$ cat src/rtl/a429_rx_pkg.sv
package a429_rx_pkg;

    localparam int HALF_W = 16;

    // Rail pair code {one_rail, zero_rail}
    typedef enum logic [1:0] {
        RAIL_NULL = 2'b00,
        RAIL_ZERO = 2'b01,
        RAIL_ONE  = 2'b10,
        RAIL_BAD  = 2'b11
    } rail_e;

    typedef struct packed {
        logic [HALF_W-1:0] hw1;
        logic [HALF_W-1:0] hw2;
    } halves_t;

endpackage

$ cat src/rtl/a429_rx_sampler.sv
module a429_rx_sampler
    import a429_rx_pkg::*;
#(
    parameter int SLOW_DIV = 8
) (
    input  logic       clk,
    input  logic       rst_n,
    input  logic       slow_i,
    input  logic [1:0] rail_i,
    output logic       tick_o,
    output logic       null_o,
    output logic       bit_stb_o,
    output logic       bit_val_o
);

    localparam int DIV_W = (SLOW_DIV > 1) ? $clog2(SLOW_DIV) : 1;

    typedef struct packed {
        logic [DIV_W-1:0] div;
        rail_e            prev;
        logic             armed;
    } smp_t;

    smp_t  s_d, s_q;
    rail_e cur;

    always_comb begin
        s_d       = s_q;
        cur       = rail_e'(rail_i);
        null_o    = (cur == RAIL_NULL) || (cur == RAIL_BAD);
        bit_val_o = (cur == RAIL_ONE);
        bit_stb_o = 1'b0;
        tick_o    = slow_i ? (s_q.div == DIV_W'(SLOW_DIV - 1)) : 1'b1;

        if (slow_i) begin
            s_d.div = tick_o ? '0 : s_q.div + DIV_W'(1);
        end else begin
            s_d.div = '0;
        end

        if (tick_o) begin
            s_d.prev = cur;
            if (null_o) begin
                s_d.armed = 1'b1;
            end else if ((cur == s_q.prev) && s_q.armed) begin
                bit_stb_o = 1'b1;
                s_d.armed = 1'b0;
            end
        end
    end

    always_ff @(posedge clk or negedge rst_n) begin
        if (!rst_n) begin
            s_q <= '{div: '0, prev: RAIL_NULL, armed: 1'b1};
        end else begin
            s_q <= s_d;
        end
    end

    AST_SLOW_TICK_GAP: assert property (@(posedge clk) disable iff (!rst_n)
        (slow_i && tick_o) |=> (!tick_o || !slow_i));

    AST_ONE_BIT_PER_PULSE: assert property (@(posedge clk) disable iff (!rst_n)
        bit_stb_o |=> !bit_stb_o);

endmodule

$ cat src/rtl/a429_rx_assembler.sv
module a429_rx_assembler #(
    parameter int WORD_MAX      = 32,
    parameter int WORD_MIN      = 25,
    parameter int BREAK_SAMPLES = 20
) (
    input  logic                clk,
    input  logic                rst_n,
    input  logic                short_i,
    input  logic                tick_i,
    input  logic                null_i,
    input  logic                bit_stb_i,
    input  logic                bit_val_i,
    output logic                done_o,
    output logic [WORD_MAX-1:0] word_o
);

    localparam int CNT_W = $clog2(WORD_MAX + 1);
    localparam int IDX_W = $clog2(WORD_MAX);
    localparam int RUN_W = $clog2(BREAK_SAMPLES + 1);

    typedef struct packed {
        logic [CNT_W-1:0]    cnt;
        logic [WORD_MAX-1:0] word;
        logic [RUN_W-1:0]    run;
        logic                done;
    } asm_t;

    asm_t             a_d, a_q;
    logic [CNT_W-1:0] len;

    always_comb begin
        a_d      = a_q;
        a_d.done = 1'b0;
        len      = short_i ? CNT_W'(WORD_MIN) : CNT_W'(WORD_MAX);

        if (tick_i && null_i) begin
            if (a_q.run != RUN_W'(BREAK_SAMPLES)) begin
                a_d.run = a_q.run + RUN_W'(1);
            end
            if (a_q.run == RUN_W'(BREAK_SAMPLES - 1)) begin
                a_d.cnt = '0;
            end
        end else if (tick_i) begin
            a_d.run = '0;
        end

        if (bit_stb_i) begin
            if (a_q.cnt == '0) begin
                a_d.word = '0;
            end
            a_d.word[a_q.cnt[IDX_W-1:0]] = bit_val_i;
            if (a_q.cnt + CNT_W'(1) >= len) begin
                a_d.cnt  = '0;
                a_d.done = 1'b1;
            end else begin
                a_d.cnt = a_q.cnt + CNT_W'(1);
            end
        end
    end

    always_ff @(posedge clk or negedge rst_n) begin
        if (!rst_n) begin
            a_q <= '0;
        end else begin
            a_q <= a_d;
        end
    end

    assign done_o = a_q.done;
    assign word_o = a_q.word;

    AST_COUNT_IN_RANGE: assert property (@(posedge clk) disable iff (!rst_n)
        a_q.cnt < CNT_W'(WORD_MAX));

    AST_DONE_SINGLE: assert property (@(posedge clk) disable iff (!rst_n)
        a_q.done |=> !a_q.done);

    AST_BREAK_EMPTY: assert property (@(posedge clk) disable iff (!rst_n)
        (a_q.run == RUN_W'(BREAK_SAMPLES)) |-> (a_q.cnt == '0));

endmodule

$ cat src/rtl/a429_rx_format.sv
module a429_rx_format
    import a429_rx_pkg::*;
#(
    parameter int WORD_MAX = 32,
    parameter int WORD_MIN = 25
) (
    input  logic [WORD_MAX-1:0] word_i,
    input  logic                short_i,
    input  logic                filt_en_i,
    input  logic                x_i,
    input  logic                y_i,
    output halves_t             halves_o,
    output logic                keep_o
);

    localparam int LABEL_W  = 8;
    localparam int SD_LO    = 8;   // index of word bit 9
    localparam int SD_HI    = 9;   // index of word bit 10
    localparam int HW1_TOP  = 12;  // index of word bit 13
    localparam int SSM_HI   = 30;  // index of word bit 31
    localparam int SSM_LO   = 29;  // index of word bit 30
    localparam int L_HW2_LO = 13;  // index of word bit 14
    localparam int S_HW2_LO = 8;   // index of word bit 9

    logic par_even;

    always_comb begin
        par_even = short_i ? ~(^word_i[WORD_MIN-1:0]) : ~(^word_i);
        keep_o   = short_i || !filt_en_i ||
                   ((word_i[SD_LO] == x_i) && (word_i[SD_HI] == y_i));
        if (short_i) begin
            halves_o.hw1 = {7'b0, par_even, word_i[LABEL_W-1:0]};
            halves_o.hw2 = word_i[S_HW2_LO + HALF_W - 1 : S_HW2_LO];
        end else begin
            halves_o.hw1 = {word_i[HW1_TOP:SD_LO], word_i[SSM_HI:SSM_LO],
                            par_even, word_i[LABEL_W-1:0]};
            halves_o.hw2 = word_i[L_HW2_LO + HALF_W - 1 : L_HW2_LO];
        end
    end

endmodule

$ cat src/rtl/a429_receiver.sv
module a429_receiver
    import a429_rx_pkg::*;
#(
    parameter int SLOW_DIV      = 8,
    parameter int WORD_MAX      = 32,
    parameter int WORD_MIN      = 25,
    parameter int BREAK_SAMPLES = 20
) (
    input  logic        clk,
    input  logic        rst_n,
    input  logic        cfg_slow_rate,
    input  logic        cfg_short_word,
    input  logic        cfg_filter_en,
    input  logic        cfg_match_x,
    input  logic        cfg_match_y,
    input  logic        cfg_self_test,
    input  logic        line_hi,
    input  logic        line_lo,
    input  logic        st_hi,
    input  logic        st_lo,
    input  logic        rd_en,
    input  logic        rd_sel,
    output logic [15:0] rd_data,
    output logic        word_ready
);

    typedef struct packed {
        halves_t hold;
        logic    ready;
    } top_t;

    top_t                t_d, t_q;
    logic [1:0]          rail;
    logic                tick, smp_null, bit_stb, bit_val;
    logic                done;
    logic [WORD_MAX-1:0] word;
    halves_t             fmt;
    logic                keep;
    logic                accept;

    assign rail = cfg_self_test ? {st_hi, st_lo} : {line_hi, line_lo};

    a429_rx_sampler #(.SLOW_DIV(SLOW_DIV)) u_sampler (
        .clk       (clk),
        .rst_n     (rst_n),
        .slow_i    (cfg_slow_rate),
        .rail_i    (rail),
        .tick_o    (tick),
        .null_o    (smp_null),
        .bit_stb_o (bit_stb),
        .bit_val_o (bit_val)
    );

    a429_rx_assembler #(
        .WORD_MAX      (WORD_MAX),
        .WORD_MIN      (WORD_MIN),
        .BREAK_SAMPLES (BREAK_SAMPLES)
    ) u_assembler (
        .clk       (clk),
        .rst_n     (rst_n),
        .short_i   (cfg_short_word),
        .tick_i    (tick),
        .null_i    (smp_null),
        .bit_stb_i (bit_stb),
        .bit_val_i (bit_val),
        .done_o    (done),
        .word_o    (word)
    );

    a429_rx_format #(.WORD_MAX(WORD_MAX), .WORD_MIN(WORD_MIN)) u_format (
        .word_i    (word),
        .short_i   (cfg_short_word),
        .filt_en_i (cfg_filter_en),
        .x_i       (cfg_match_x),
        .y_i       (cfg_match_y),
        .halves_o  (fmt),
        .keep_o    (keep)
    );

    always_comb begin
        t_d    = t_q;
        accept = done && keep;
        if (accept) begin
            t_d.hold  = fmt;
            t_d.ready = 1'b1;
        end else if (rd_en && rd_sel) begin
            t_d.ready = 1'b0;
        end
    end

    always_ff @(posedge clk or negedge rst_n) begin
        if (!rst_n) begin
            t_q <= '0;
        end else begin
            t_q <= t_d;
        end
    end

    assign word_ready = t_q.ready;
    assign rd_data    = !rd_en ? '0 : (rd_sel ? t_q.hold.hw2 : t_q.hold.hw1);

    AST_READY_ON_ACCEPT: assert property (@(posedge clk) disable iff (!rst_n)
        accept |=> word_ready);

    AST_HOLD_UNTOUCHED: assert property (@(posedge clk) disable iff (!rst_n)
        !accept |=> $stable(t_q.hold));

    AST_SECOND_HALF_CLEARS: assert property (@(posedge clk) disable iff (!rst_n)
        (rd_en && rd_sel && !accept) |=> !word_ready);

    AST_FIRST_HALF_KEEPS: assert property (@(posedge clk) disable iff (!rst_n)
        (word_ready && rd_en && !rd_sel) |=> word_ready);

    AST_FILTER_DROPS: assert property (@(posedge clk) disable iff (!rst_n)
        (done && cfg_filter_en && !cfg_short_word && (word[8] != cfg_match_x))
        |=> $stable(t_q.hold));

endmodule

$ cat config.mk
export PLATFORM = sky130hd
export DESIGN_NAME = a429_receiver
export DESIGN_NICKNAME = d
export VERILOG_FILES = /design/src/rtl/a429_rx_pkg.sv /design/src/rtl/a429_rx_sampler.sv /design/src/rtl/a429_rx_assembler.sv /design/src/rtl/a429_rx_format.sv /design/src/rtl/a429_receiver.sv
export SDC_FILE = /design/constraint.sdc
export NUM_CORES = 1
export LEC_CHECK = 0
export CAP_MARGIN = 20
export CORE_UTILIZATION = 64
export CTS_CLUSTER_DIAMETER = 40
export DETAILED_ROUTE_END_ITERATION = 16
export DONT_BUFFER_PORTS = 1
export PLACE_DENSITY = 0.8
export SLEW_MARGIN = 0
export SYNTH_ARGS = -nofsm -noshare
export SYNTH_HDL_FRONTEND = slang
export SYNTH_SLANG_ARGS = --single-unit
$ cat constraint.sdc
create_clock -name clk -period 2.7 [get_ports clk]
set_clock_uncertainty 0.05 [all_clocks]
set_input_delay 0.27 -clock clk [delete_from_list [all_inputs] [get_ports clk]]
set_output_delay 0.27 -clock clk [all_outputs]
set_load 0.1 [all_outputs]
Word-level counts from Yosys, hierarchy flattened. Index checks and enable logic that the tools add are counted.

Flip-flop bits (word level): 83.

Order comparisons: 3. Bitwise operators: 2. Eq/ne operators: 9. Reductions and logical operators: 22. Muxes and demuxes: 30. $add $sub $neg: 3.

Operator list (number): $mux 32 (3); $mux 38 (1); $bwmux 32 (1); $mux 16 (2); $reduce_xor 32->1 (1); $reduce_xor 25->1 (1); $mux 6 (4); $mux 5 (3); $mux 1 (12); $reduce_bool 2->1 (5); $add 6x1->6 const B (1); $ge 6x6->1 (1); $logic_and 1x1->1 (6); $logic_not 6->1 (1); $lt 5x6->1 const B (1); $mux 3 (2); $reduce_and 2->1 (3); $add 5x1->5 const B (1); $demux 1 s5 (1); $eq 5x5->1 const B (1); $ge 5x1->1 const B (1); $ne 5x5->1 const B (1); $eq 2x2->1 const B (2); $add 3x1->3 const B (1); 9 further kinds (13).

Longest topological paths before layout. Gate-level depths: netlist of run 1.

Word-level depth: 9. Depth in mapped cells: 11. Mapped depth without buffers: 9.

By module. From an unflattened synthesis of run 1, not the netlist that was laid out.

Cells, all modules: 483. Area total of the unflattened synthesis: 5162.5 sq um.

Modules (own cells, without submodules): a429_rx_assembler (times used 1, cells an instance 285, area each 2541.2 sq um, seq. area each 1101.1 sq um); a429_receiver (times used 1, cells an instance 108, area each 1689.1 sq um, seq. area each 825.8 sq um); a429_rx_format (times used 1, cells an instance 65, area each 636.9 sq um, seq. area each 0.0 sq um); a429_rx_sampler (times used 1, cells an instance 25, area each 295.3 sq um, seq. area each 151.4 sq um).

Least setup slack after synthesis of run 1. No wires, ideal clock.

Path type: input port to output port. Start point: in rd_sel. End point: out rd_data[10]. Required time: 2380 ps. Path buffers: 2. Arrival: 2385 ps. Stages: 4. Setup slack: -5 ps. Cell sequence: clkbuf_1 > buf_2 > mux2i_1 > nor2b_1.

Longest elaborated chain between the ends: 2.

RTL lines: from (decl) (RTL line a429_receiver.sv:22) `input logic rd_sel,`; $mux 16 (2 in a row) (RTL line a429_receiver.sv:100) `assign rd_data = !rd_en ? '0 : (rd_sel ? t_q.hold.hw2 : t_q.hold.hw1);`; to (decl) (RTL line a429_receiver.sv:23) `output logic [15:0] rd_data,`.

No other way between the ends.

Final worst setup path of run 1.
Start point: reg u_assembler.a_q[40] (netlist bit). End point: reg u_assembler.a_q[40] (netlist bit).

Longest elaborated chain between the ends: 4.

RTL lines: from (decl) (RTL line a429_rx_assembler.sv:28) `asm_t a_d, a_q;`; from (signal assigned) (RTL line a429_rx_assembler.sv:63) `a_q <= '0;`; from (signal assigned) (RTL line a429_rx_assembler.sv:65) `a_q <= a_d;`; $add 6x1->6 * (RTL line a429_rx_assembler.sv:52, a429_rx_assembler.sv:56); $ge 6x6->1 (RTL line a429_rx_assembler.sv:52) `if (a_q.cnt + CNT_W'(1) >= len) begin`; $mux 6 * (RTL line a429_rx_assembler.sv:52); $mux 38 * (RTL line a429_rx_assembler.sv:47) `if (bit_stb_i) begin`.

Every way passes the cells marked *; elsewhere a longest branch is shown, timed or not. A chain may end at the register's enable or synchronous reset.

==> run_results.csv, run 1 <==
group,metric,value,unit
routing,dr.pass1.iters,5,
timing,slew_viol_final,0,
logic_synthesis,yosys.area_share.xor_xnor,7.88,%
logic_synthesis,synth_area_per_cell,9.78,µm²
power,p_seq_share,42.4,%
power,powerDensity,659,nW/µm²
timing,rsz0062_at_grt,"no",
timing,hold_violations,0,
timing,timing.fmax,418,MHz
placement,dp_cells,557,
clocking,clkTransAtPathRegs,80,ps
run,drv_cap,0,
logic_synthesis,synthMuxAreaShare,10.3,%
timing,min_period_over_period,88.5,%
finish,area_growth,11.4,%
global_routing,antenna_found_initial,0,
routing,wl_per_cell,17.4,µm
routing,drtAntennaViolNets,0,
die,dieHeight,85.9,µm
logic_synthesis,synthArstFlopShare,100,%
clocking,cts_resized,0,
clocking,clockRootBuffer,"clkbuf_8",
finish,layout_common_cells,"dfrtp_1, o21ai_0, nand2_1",
global_routing,grt_pass1_vias,3563,
global_routing,grt_pass1_wl,17.0,mm
clocking,clk_latency,370,ps
logic_synthesis,yosys.area_share.simple,13.0,%
placement,dp_hpwl,6.96,mm
clocking,numCtsBuffers,9,
logic_synthesis,synth_top_family_by_area,"compound AO/OA/AOI/OAI gates",
logic_synthesis,netlist_area,4510,µm²
finish,drive_above_1_share,17.2,%
logic_synthesis,syn_nets,488,
clocking,cts_sinks,83,
finish,finalNetCount,501,
placement,placed_cell_area,4780,µm²
setup_path,path_class,"reg2reg",
finish,stdcell_count,574,
die,initial_core_util,66.3,%
logic_synthesis,synth_seq_area_share,46.1,%
die,ioPinCount,31,
routing,route.vias.total,3466,
timing,max-slew-margin-rel,41.0,%
timing,period_needed,2390,ps
finish,design_area,5020,µm²
routing,drc,0,
power,share_comb_of_total_power,28.7,%
routing,detailedRoute.firstIterationViolations,276,
setup_path,cp.required,2950,ps
placement,gp_congestion,0.838,
global_routing,grt_max_degree,84,
logic_synthesis,synth-seq-cells,83,
run_status,outcome,"completed",
logic_synthesis,synth_fa_ha_area_share,3.61,%
global_routing,grt.total_usage,30.4,%
finish,layout_commonest_cell,"dfrtp_1",
logic_synthesis,synth_edf_count,0,
finish,nFillCells,486,
logic_synthesis,synthCells,461,
finish,diodes,0,
power,p_switching,1.13,mW
setup_path,critPathCaptureType,"flop",
logic_synthesis,synth_cell_types,42,
clocking,h-tree-depth,3,
setup_path,cp.arrival,2640,ps
routing,wl,9.99,mm
power,p_sw_share,34.1,%
die,rows,30,
power,p_clk_share,28.9,%
global_routing,grt_overflow,0,
hold_path,min_path_type,"in2reg",
die,fp.dieArea,7380,µm²
power,internal_power,2.18,mW
placement,port_buffers,0,
timing,setup_viol,0,
power,ir_drop,501,µV
setup_path,crit_fanout,8,
clocking,cts_tree,"yes",
logic_synthesis,ys.flop_type,"dfrtp_1",
setup_path,critPathLaunchType,"flop",
power,leakage,2.27,nW
logic_synthesis,ys_warn_count,0,
clocking,clockBufferDepth,2,
routing,via_per_inst,6.04,
logic_synthesis,synth_compound_area_share,15.8,%
timing,tightest_slew,885,ps
timing,tns,0,ps
die,die_w,85.9,µm
die,core_area,6790,µm²
==> layer usage <==
layer	share of wire (%)	vias up	routed length [µm]	track usage (%)
met5	0	-	0	0
met4	3.6	0	358	16.4
met3	6.3	39	634	5.77
met2	48	136	4800	49.6
met1	42	1655	4190	38.4
li1	-	1636	-	-
==> state kept, by name, summed over array words and instances (netlist names) <==
| signal | cells |
|---|---|
| t_q | 32 |
| u_assembler.a_q | 11 |
| u_assembler.done_o | 1 |
| u_assembler.word_o | 32 |
| u_sampler.s_q | 6 |
| word_ready | 1 |
==> per-stage QoR <==
step / hold WS, ps / utilization, % / worst slack, ps / total power, mW
finish: 26.6 / 73.9 / 310 / 3.31
global placement: -73.7 / 70.3 / 489 / 2.27
floorplan: -75.6 / - / 297 / 2.10
CTS: 23.2 / 73.9 / 327 / 3.31
global route: 58.6 / 73.9 / 51.5 / 3.49
detailed placement: -73.7 / 70.3 / 348 / 2.32
==> area by class of cell <==
class	count	area, µm²	area share (%)
clock buffer	10	128	2.54
clock inverter	5	78.8	1.57
inverter	10	37.5	0.747
multi-input combinational	342	2330	46.5
sequential	83	2080	41.4
tap	96	120	2.39
timing repair buffer	28	245	4.88
==> critical path, cell delays in order, from the launching register on <==
cell and delay (ps):
dfrtp_1 440, nand2_1 110, or2_2 330, o21ai_0 260
ha_1 290, o21a_1 110, o21ai_1 440, a31oi_1 160
mux2i_1 140
==> repair_timing <==
| item | CTS | global route |
|---|---|---|
| setup buffers | 0 | 0 |
| endpoints found under the hold margin | 83 | 0 |
| hold buffers | 2 | 0 |
==> path summary, 6_finish.rpt <==
kind | depth (start not counted) | startpoint | slack, ps | endpoint
max | 8 | u_assembler.a_q[40]$_DFFE_PN0P_ | 310 | u_assembler.a_q[40]$_DFFE_PN0P_
min | 3 | rd_en | 30 | word_ready$_DFFE_PN0P_
max reg2reg | 8 | u_assembler.a_q[40]$_DFFE_PN0P_ | 310 | u_assembler.a_q[40]$_DFFE_PN0P_
min reg2reg | 1 | u_sampler.s_q[3]$_DFF_PN0_ | 400 | u_sampler.s_q[3]$_DFF_PN0_
max in group asynchronous | 2 | rst_n | 1800 | u_sampler.s_q[0]$_DFFE_PN1P_
min in group asynchronous | 2 | rst_n | 450 | t_q[16]$_DFFE_PN0P_
==> power by group through the flow <==
stage	Sequential, mW	Clock, mW	Combinational, mW
after global placement	1.42	0	0.850
after detailed placement	1.43	0	0.893
after global routing	1.42	1.02	1.06
after floorplan	1.40	0	0.705
after CTS	1.40	0.964	0.939
final	1.40	0.956	0.951
==> synthesized netlist by cell type (2+ instances only) <==
library cell  count  area, µm²
or3b_2            2       17.5
nand4b_1          2       17.5
nand3_2           4       40.0
and2_1            3       18.8
mux2_2            9        101
a32o_1            4       40.0
nor3b_1           2       15.0
nand2_1          42        158
dfrtp_1          82       2050
a31oi_1           2       12.5
nand4_1           2       12.5
ha_1             13        163
clkbuf_1         18       67.6
o21ai_0          78        390
o21ai_1          13       65.1
and3b_1           2       17.5
nand3_1           7       35.0
buf_2             8       40.0
inv_1             9       33.8
or2_2             2       12.5
xnor2_1          27        236
xor2_1           11       96.3
mux2i_1          35        350
nor2_1           14       52.6
nand3b_1          2       15.0
nor2b_1          18        113
a21oi_1          35        175
==> logic make-up (layout without fill, tap and decap cells) <==
group / count (synthesis) / count (layout)
compound gates: 136 / 136
xor+xnor: 39 / 39
buf+inv: 36 / 53
fa+ha+maj: 13 / 13
mux: 45 / 45
flops: 83 / 83
simple gates: 109 / 109
Note: power is estimated with default switching activity, not from simulation.
==> run 2, diff against run 1 <==
CELL_PAD_IN_SITES_DETAIL_PLACEMENT = 0   (was not set)
CELL_PAD_IN_SITES_GLOBAL_PLACEMENT = 2   (was not set)
CORE_MARGIN = 8   (was not set)
CORE_UTILIZATION = 41   (was 64)
PLACE_DENSITY = not set   (was 0.8)
PLACE_DENSITY_LB_ADDON = 0.1   (was not set)
==> run 2 against run 1 <==
- maximum frequency fell by 4.5%
- highest routed layer unchanged
- die area rose by 98%
- sequential power barely moved
- flip-flop and latch count did not move
- critical endpoint is now u_assembler.done_o$_DFF_PN0_
- worst hold slack barely moved
==> run_results.csv, run 2 (same netlist as run 1, synthesis figures left out) <==
group,metric,value,unit
finish,diodes,0,
die,fp.dieArea,14600,µm²
placement,port_buffers,0,
setup_path,critPathCaptureType,"flop",
clocking,numCtsBuffers,9,
die,die_w,121,µm
power,ir_drop,305,µV
finish,design_area,5060,µm²
clocking,cts_sinks,83,
power,powerDensity,640,nW/µm²
setup_path,r2r_slack,200,ps
global_routing,grt_pass1_vias,3293,
finish,area_growth,12.3,%
hold_path,holdPathStages,3,
routing,via_per_inst,5.41,
die,ioPinCount,31,
timing,rsz0062_at_grt,"no",
run,drv_cap,0,
finish,drive_above_1_share,16.7,%
die,dieHeight,121,µm
placement,dp_hpwl,7.66,mm
die,rows,38,
die,core_area,10800,µm²
global_routing,grt_overflow,0,
routing,wl,11.0,mm
clocking,clk_latency,360,ps
global_routing,grt_max_degree,84,
global_routing,grt_pass1_wl,17.9,mm
run_status,outcome,"completed",
timing,slew_viol_final,0,
timing,period_needed,2500,ps
timing,max-slew-margin-rel,39.5,%
setup_path,crit_fanout,10,
placement,gp_congestion,0.766,
clocking,cts_setup_buffers,0,
hold_path,hold_end,"word_ready$_DFFE_PN0P_",
clocking,clkTransAtPathRegs,80,ps
finish,multi_input_area,2330,µm²
clocking,clockRootBuffer,"clkbuf_8",
routing,drc,0,
global_routing,grt_use_met1,20.5,%
timing,setup_viol,0,
clocking,cts_resized,0,
routing,route.vias.total,3349,
global_routing,grt_util_met2,25.1,%
routing,wl_per_cell,17.7,µm
setup_path,cp.required,2830,ps
hold_path,hold_start,"rd_en",
clocking,h-tree-depth,3,
timing,tns,0,ps
setup_path,critPathLaunchType,"flop",
clocking,clockBufferDepth,2,
setup_path,r2r_start,"u_assembler.a_q[42]$_DFFE_PN0P_",
finish,layout_commonest_cell,"dfrtp_1",
setup_path,path_class,"reg2reg",
die,initial_core_util,41.8,%
timing,hold_violations,0,
routing,drtAntennaViolNets,0,
placement,placed_cell_area,4830,µm²
hold_path,min_path_type,"in2reg",
routing,detailedRoute.firstIterationViolations,203,
clocking,cts_tree,"yes",
timing,tightest_slew,907,ps
global_routing,antenna_found_initial,0,
finish,finalNetCount,501,
power,leakage,2.26,nW
setup_path,r2r-end,"u_assembler.done_o$_DFF_PN0_",
global_routing,grt.total_usage,15.7,%
setup_path,cp.arrival,2630,ps
timing,timing.fmax,400,MHz
timing,min_period_over_period,92.7,%
finish,layout_common_cells,"dfrtp_1, o21ai_0, nand2_1",
routing,dr.pass1.iters,4,
setup_path,ff2ff_path_depth,6,
finish,regArea,2080,µm²
finish,nFillCells,1037,
global_routing,grt_use_met3,2.70,%
global_routing,grt-busiest-layer,"met2",
run 2: routing by layer:
layer	vias to the layer above	part of all wire (%)	wire length [µm]
met5	-	0	0
met4	0	1.7	190
met3	13	5.1	563
met2	74	47	5170
met1	1628	46	5040
li1	1634	-	-
run 2: worst max-delay path by stage:
stage	from	end	depth (start not counted)	slack, ps
after global placement	u_assembler.a_q[42]$_DFFE_PN0P_	u_assembler.done_o$_DFF_PN0_	6	320
after detailed placement	u_assembler.a_q[42]$_DFFE_PN0P_	u_assembler.done_o$_DFF_PN0_	6	240
after CTS	u_assembler.a_q[42]$_DFFE_PN0P_	u_assembler.done_o$_DFF_PN0_	6	220
after global routing	u_assembler.a_q[42]$_DFFE_PN0P_	u_assembler.done_o$_DFF_PN0_	6	90
final	u_assembler.a_q[42]$_DFFE_PN0P_	u_assembler.done_o$_DFF_PN0_	6	200
after floorplan	rd_sel	rd_data[0]	3	300
run 2: power by group:
| group | leakage, nW | total (mW) | internal (mW) | switching, mW |
|---|---|---|---|---|
| Combinational | 1.03 | 0.950 | 0.351 | 0.599 |
| Clock | 0.0909 | 0.888 | 0.455 | 0.433 |
| Sequential | 1.14 | 1.40 | 1.32 | 0.0844 |
| Total | 2.26 | 3.24 | 2.12 | 1.12 |
run 2: worst max-delay path: stages (launching register included):
cell and delay (ps):
dfrtp_1 490, or2_2 380, o21ai_0 240, ha_1 280, o21a_1 100, o21ai_1 510, a21oi_1 280
run 2: area by class of cell:
class | count | share of cell area (%)
clock buffer | 14 | 3.02
clock inverter | 2 | 0.742
inverter | 10 | 0.742
multi-input combinational | 342 | 46.1
sequential | 83 | 41.1
tap | 140 | 3.46
timing repair buffer | 28 | 4.85
run 2: repair_timing:
| item | in CTS | in global routing |
|---|---|---|
| endpoints found under the setup margin | 0 | 0 |
| hold endpoints to repair | 83 | 0 |
| hold buffers | 2 | 0 |
run 2: stage by stage:
stage | power (mW) | hold WS (ps) | util (%) | worst slack (ps) | std cells
3_3_place_gp | 2.35 | -73.2 | 44.8 | 317 | 601
5_1_grt | 3.44 | 42.5 | 46.9 | 90.8 | 619
2_1_floorplan | 2.10 | -75.6 | - | 297 | 461
3_5_place_dp | 2.35 | -73.2 | 44.8 | 243 | 601
4_1_cts | 3.28 | 25.1 | 46.9 | 224 | 619
6_report | 3.24 | 26.5 | 46.9 | 198 | 619
